==> src/rtl/acc_arith_pkg.sv <==
package acc_arith_pkg;

   typedef enum logic [1:0] {
      OP_SUM   = 2'b00,
      OP_DIFF  = 2'b01,
      OP_ACCUM = 2'b10,
      OP_CLEAR = 2'b11
   } op_e;

   typedef struct packed {
      logic use_acc;    // left operand from accumulator, right from opnd_a
      logic subtract;   // adder forms lhs - rhs
      logic load_acc;   // accumulator captures adder output
      logic clear_acc;  // accumulator captures zero
      logic zero_out;   // result forced to zero
   } ctl_t;

endpackage

==> src/rtl/acc_arith_decode.sv <==
module acc_arith_decode
   import acc_arith_pkg::*;
(
   input  logic [1:0] op_sel,
   output ctl_t       ctl
);

   always_comb begin
      ctl = '0;
      unique case (op_e'(op_sel))
         OP_SUM:   ctl.subtract  = 1'b0;
         OP_DIFF:  ctl.subtract  = 1'b1;
         OP_ACCUM: begin
            ctl.use_acc  = 1'b1;
            ctl.load_acc = 1'b1;
         end
         OP_CLEAR: begin
            ctl.clear_acc = 1'b1;
            ctl.zero_out  = 1'b1;
         end
         default:  ctl = '0;
      endcase
   end

   // exactly one accumulator action or none, never both
   always_comb begin
      a_r4_decode_excl: assert (!(ctl.load_acc && ctl.clear_acc))
         else $error("decode drives load and clear together");
   end

endmodule

==> src/rtl/acc_arith_addsub.sv <==
module acc_arith_addsub #(
   parameter int WIDTH        = 8,
   parameter bit SHARED_ADDER = 1'b1
) (
   input  logic [WIDTH-1:0] lhs,
   input  logic [WIDTH-1:0] rhs,
   input  logic             subtract,
   output logic [WIDTH-1:0] sum
);

   if (WIDTH < 1) begin : g_bad_width
      $error("acc_arith_addsub: WIDTH must be at least 1");
   end

   if (SHARED_ADDER) begin : g_shared
      logic [WIDTH-1:0] rhs_eff;
      logic [WIDTH-1:0] cin_ext;
      always_comb begin
         rhs_eff = rhs ^ {WIDTH{subtract}};
         cin_ext = {{(WIDTH-1){1'b0}}, subtract};
         sum     = lhs + rhs_eff + cin_ext;
      end
   end else begin : g_split
      logic [WIDTH-1:0] plus_v;
      logic [WIDTH-1:0] minus_v;
      always_comb begin
         plus_v  = lhs + rhs;
         minus_v = lhs - rhs;
         sum     = subtract ? minus_v : plus_v;
      end
   end

endmodule

==> src/rtl/acc_arith_accreg.sv <==
module acc_arith_accreg #(
   parameter int WIDTH = 8
) (
   input  logic             clk,
   input  logic             rst,
   input  logic             load,
   input  logic             clear,
   input  logic [WIDTH-1:0] din,
   output logic [WIDTH-1:0] acc
);

   if (WIDTH < 1) begin : g_bad_width
      $error("acc_arith_accreg: WIDTH must be at least 1");
   end

   always_ff @(posedge clk) begin
      if (rst || clear)
         acc <= '0;
      else if (load)
         acc <= din;
   end

   a_r5_reset_zero: assert property (@(posedge clk) rst |=> acc == '0)
      else $error("accumulator not zero after reset");

   a_r4_clear_zero: assert property (@(posedge clk) disable iff (rst)
      clear |=> acc == '0)
      else $error("accumulator not zero after clear");

   a_r1_hold: assert property (@(posedge clk) disable iff (rst)
      (!load && !clear) |=> $stable(acc))
      else $error("accumulator changed without load or clear");

endmodule

==> src/rtl/acc_arith_unit.sv <==
module acc_arith_unit
   import acc_arith_pkg::*;
#(
   parameter int WIDTH        = 8,
   parameter bit SHARED_ADDER = 1'b1
) (
   input  logic             clk,
   input  logic             rst,
   input  logic [1:0]       op_sel,
   input  logic [WIDTH-1:0] opnd_a,
   input  logic [WIDTH-1:0] opnd_b,
   output logic [WIDTH-1:0] result
);

   localparam logic [WIDTH-1:0] ZERO_W = '0;

   if (WIDTH < 1 || WIDTH > 64) begin : g_bad_width
      $error("acc_arith_unit: WIDTH must lie in 1..64");
   end

   ctl_t             ctl;
   logic [WIDTH-1:0] acc_q;
   logic [WIDTH-1:0] lhs;
   logic [WIDTH-1:0] rhs;
   logic [WIDTH-1:0] sum;

   acc_arith_decode u_decode (
      .op_sel (op_sel),
      .ctl    (ctl)
   );

   always_comb begin
      lhs = ctl.use_acc ? acc_q  : opnd_a;
      rhs = ctl.use_acc ? opnd_a : opnd_b;
   end

   acc_arith_addsub #(
      .WIDTH        (WIDTH),
      .SHARED_ADDER (SHARED_ADDER)
   ) u_addsub (
      .lhs      (lhs),
      .rhs      (rhs),
      .subtract (ctl.subtract),
      .sum      (sum)
   );

   acc_arith_accreg #(
      .WIDTH (WIDTH)
   ) u_accreg (
      .clk   (clk),
      .rst   (rst),
      .load  (ctl.load_acc),
      .clear (ctl.clear_acc),
      .din   (sum),
      .acc   (acc_q)
   );

   assign result = ctl.zero_out ? ZERO_W : sum;

   a_r4_out_zero: assert property (@(posedge clk) disable iff (rst)
      (op_sel == 2'b11) |-> result == ZERO_W)
      else $error("clear did not zero the result");

   a_r3_acc_tracks: assert property (@(posedge clk) disable iff (rst)
      (op_sel == 2'b10) |=> acc_q == $past(result))
      else $error("accumulator does not hold the shown total");

   a_r7_known: assert property (@(posedge clk)
      !$isunknown({op_sel, opnd_a, opnd_b}) |-> !$isunknown(result))
      else $error("result unknown");

endmodule

==> config.mk <==
export PLATFORM = sky130hd
export DESIGN_NAME = acc_arith_unit
export DESIGN_NICKNAME = d
export VERILOG_FILES = /design/src/rtl/acc_arith_pkg.sv /design/src/rtl/acc_arith_decode.sv /design/src/rtl/acc_arith_addsub.sv /design/src/rtl/acc_arith_accreg.sv /design/src/rtl/acc_arith_unit.sv
export SDC_FILE = /design/constraint.sdc
export NUM_CORES = 1
export LEC_CHECK = 0
export ABC_AREA = 1
export BUFFER_PORTS_ARGS = -buffer_cell sky130_fd_sc_hd__buf_2
export CORE_MARGIN = 2
export CORE_UTILIZATION = 38
export CTS_CLUSTER_DIAMETER = 100
export CTS_CLUSTER_SIZE = 8
export DETAILED_ROUTE_END_ITERATION = 10
export SYNTH_ARGS = -nofsm -noshare
export SYNTH_HDL_FRONTEND = slang
export SYNTH_SLANG_ARGS = --single-unit
==> constraint.sdc <==
create_clock -name clk -period 2.8 [get_ports clk]
set_input_delay 0.56 -clock clk [delete_from_list [all_inputs] [get_ports clk]]
set_output_delay 0.56 -clock clk [all_outputs]
set_load 0.02 [all_outputs]
==> flow_summary.ini <==
[status]
status = complete, but fails checks
violations = negative setup slack

[die]
dieWidth_um = 54.35
die_h_um = 54.35
dieArea_um2 = 2954
core_um2 = 2432
start_util_pct = 39.61
rows = 18
io_pins = 28

[detailed_routing]
wirelength_mm = 3.740
wl_per_cell_um = 13.85
route.detailed.drc = 0
num_vias = 1351
wl_met3_um = 186
wl_met1_mm = 1.441
top_layer = met4
drtIter0Drc = 29
postRouteAntennaNets = 0
drt_pass1_iterations = 4
wl_met2_mm = 2.007
vias_per_cell = 5.004

[finish]
stdcell_area_um2 = 1896
post_route_cells_drive_above_1_share_pct = 56.67
final_nets = 269
regMostFlops = u_accreg.acc
syn2layout_area_growth_pct = 96.75
final_core_utilization_pct = 77.93
largest_reg_flops = 8
reg_top3 = u_accreg.acc x8
n_antenna_cell = 0

[yosys]
yosys_warnings = 0
synth_seq_cells = 8
syn_inst = 166
synth_seq_area_share_pct = 16.62
syn_nets = 193
synth-main-ff-cell = dfxtp_1
avgSynthCellArea_um2 = 5.804
synth_common_cells = 33 x inv_1, 33 x nand2_1, 17 x a21oi_1, 15 x nor2_1, 11 x nand3_1
netlist-cell-type-count = 26
synth-edff-count = 0
synth_area_leaders = dfxtp_1 17%, inv_1 13%, nand2_1 13%, a21oi_1 8.8%, ha_1 7.8%
syn_area_um2 = 963.4
synth_area_leader_cell = dfxtp_1
synth-async-reset-ratio_pct = 0
netlist.area_leader.share_pct = 16.62

[timing]
finalSetupTns_ns = -0.6489
final_hold_viol_count = 0
drv_slew = 0
setup_violations = 5
worst_slack_ns = -0.2652
rsz0062_at_grt = true
worst_pin_slew_ns = 0.2698
period_needed_ns = 3.065
finalCritPeriodShare_pct = 109.5
max_slew_margin_pct = 81.99
maxClockFrequency_mhz = 326.2
fin_skew_ns = 0.001845

[setup_path]
start_kind = input port
r2r_cells = 13
critPathArrivalTime_ns = 2.51
critPathRequiredTime_ns = 2.24
max_stage_delay_ns = 0.35
end_kind = primary output
cp_slowest_cell = ha_1
rr_startpoint = u_accreg.acc[4]$_SDFFE_PP0N_
crit_chain = buf_12 > inv_8 > nand2_8 > buf_12 > buf_4 > nand2_1 > o21ai_1 > ha_1 > a21oi_2 > o21bai_1 > a21oi_1 > nand3_1 > a21oi_4 > buf_6
rr_endpoint = u_accreg.acc[7]$_SDFFE_PP0N_
worst-setup-path-type = in -> out
crit_top_cell = buf_12
reg2reg_slack_ns = 0.69
critPathMaxFanout = 11

[clocking]
cts.sink_count = 8
cts_tree = built
clk_latency_ns = 0.27
clk_path_buf_depth = 2
cts-root-buf = clkbuf_4
numCtsBuffers = 3
clk_pin_slew_ns = 0.07
postCtsHoldBufs = 0
cts.htree.levels = 1

[global_routing]
grt-ovfl-total = 0
antenna_found_initial = 0
grt_pass1_vias = 1144
grt_util_all_layers_pct = 23.21
grt_pass1_wl_mm = 4.871
grt_max_degree = 12

[placed_design]
port-buffer-count = 27
hpwlAfterDp_mm = 2.230
place_area_um2 = 1453
place_congestion = 0.7571

[pwr]
p_leak_nw = 0.9811
p_total_mw = 0.8220
power_density_nw_per_um2 = 433.7
ir_drop_v = 0.0003516

[worst_hold_path]
worstHoldEndpoint = u_accreg.acc[1]$_SDFFE_PP0N_
min_from = u_accreg.acc[1]$_SDFFE_PP0N_
hold-path-cell-count = 2
holdCritPathClass = reg -> reg

[flow_run]
cap_violations = 0
## where the power goes
part | switching [mW] | leakage (nW) | internal (mW)
Combinational | 0.298 | 0.901 | 0.295
Sequential | 0.00275 | 0.0663 | 0.124
Clock | 0.0523 | 0.0138 | 0.0498
Total | 0.353 | 0.981 | 0.469
## layout by cell type (no fill, tap or decap), types with 2 or more instances in the layout
cell       n
a211oi_1   2
a211oi_2   4
a21oi_1    9
a21oi_2    3
a21oi_4    5
buf_12     3
buf_2     19
buf_4     43
buf_6      9
clkbuf_4   3
dfxtp_1    8
ha_1       4
ha_4       2
inv_1     27
inv_2      5
inv_4      2
nand2_1   24
nand2_2   11
nand2_4    3
nand2_8    2
nand3_1    8
nand3_2    4
nor2_1    11
nor2_2     3
nor2_4     2
o21ai_0    4
o21ai_1    4
o21ai_2    2
## critical path: cells and delay by family
family	cells	cell delay, ns
adders and majority gates	1	0.35
and+or+nand+nor	3	0.29
AOI/OAI and AO/OA	5	0.72
buffers and inverters	5	0.58
## logic make-up after synthesis
| kind of cell | share of synthesized area (%) |
|---|---|
| compound gates | 21.43 |
| buf+inv | 15.19 |
| xor+xnor | 2.728 |
| fa+ha+maj | 9.870 |
| simple gates | 34.16 |
| flops | 16.62 |
## layer usage
layer	vias up	global-route usage, %
met5	-	0
met1	611	27.72
met3	12	2.459
met2	50	42.77
met4	0	7.500
li1	678	-
## worst max-delay path by stage
stage	depth (start not counted)	end	slack (ns)	startpoint
after global routing	14	result[7]	-0.33	op_sel[1]
after CTS	18	result[6]	-0.19	op_sel[1]
after global placement	15	result[3]	-0.28	op_sel[0]
after floorplan	13	result[7]	0.001	op_sel[1]
final	14	result[7]	-0.27	op_sel[0]
after detailed placement	15	result[7]	-0.35	op_sel[1]
## per-stage QoR
step / worst slack [ns] / hold WS, ns / cells
floorplan: 0.001414 / 0.4781 / 166
CTS: -0.1912 / 0.5110 / 263
global route: -0.3310 / 0.5415 / 270
detailed placement: -0.3477 / 0.5009 / 253
global placement: -0.2840 / 0.4877 / 253
finish: -0.2652 / 0.5081 / 270
## final cells by class
cell class	count	area, µm²
Multi-Input combinational cell	119	935.9
Fill cell	168	536.8
Sequential cell	8	160.2
Clock buffer	3	22.52
Inverter	36	160.2
Timing Repair Buffer	74	579.3
Tap cell	30	37.54
## what timing repair did
| action | in CTS | in global routing |
|---|---|---|
| pin swaps | 12 | 25 |
| resized for setup | 30 | 48 |
| gates cloned | 0 | 0 |
| setup buffers | 7 | 7 |
| setup endpoints to repair | 6 | 6 |
(Power assumes the default switching activity.)
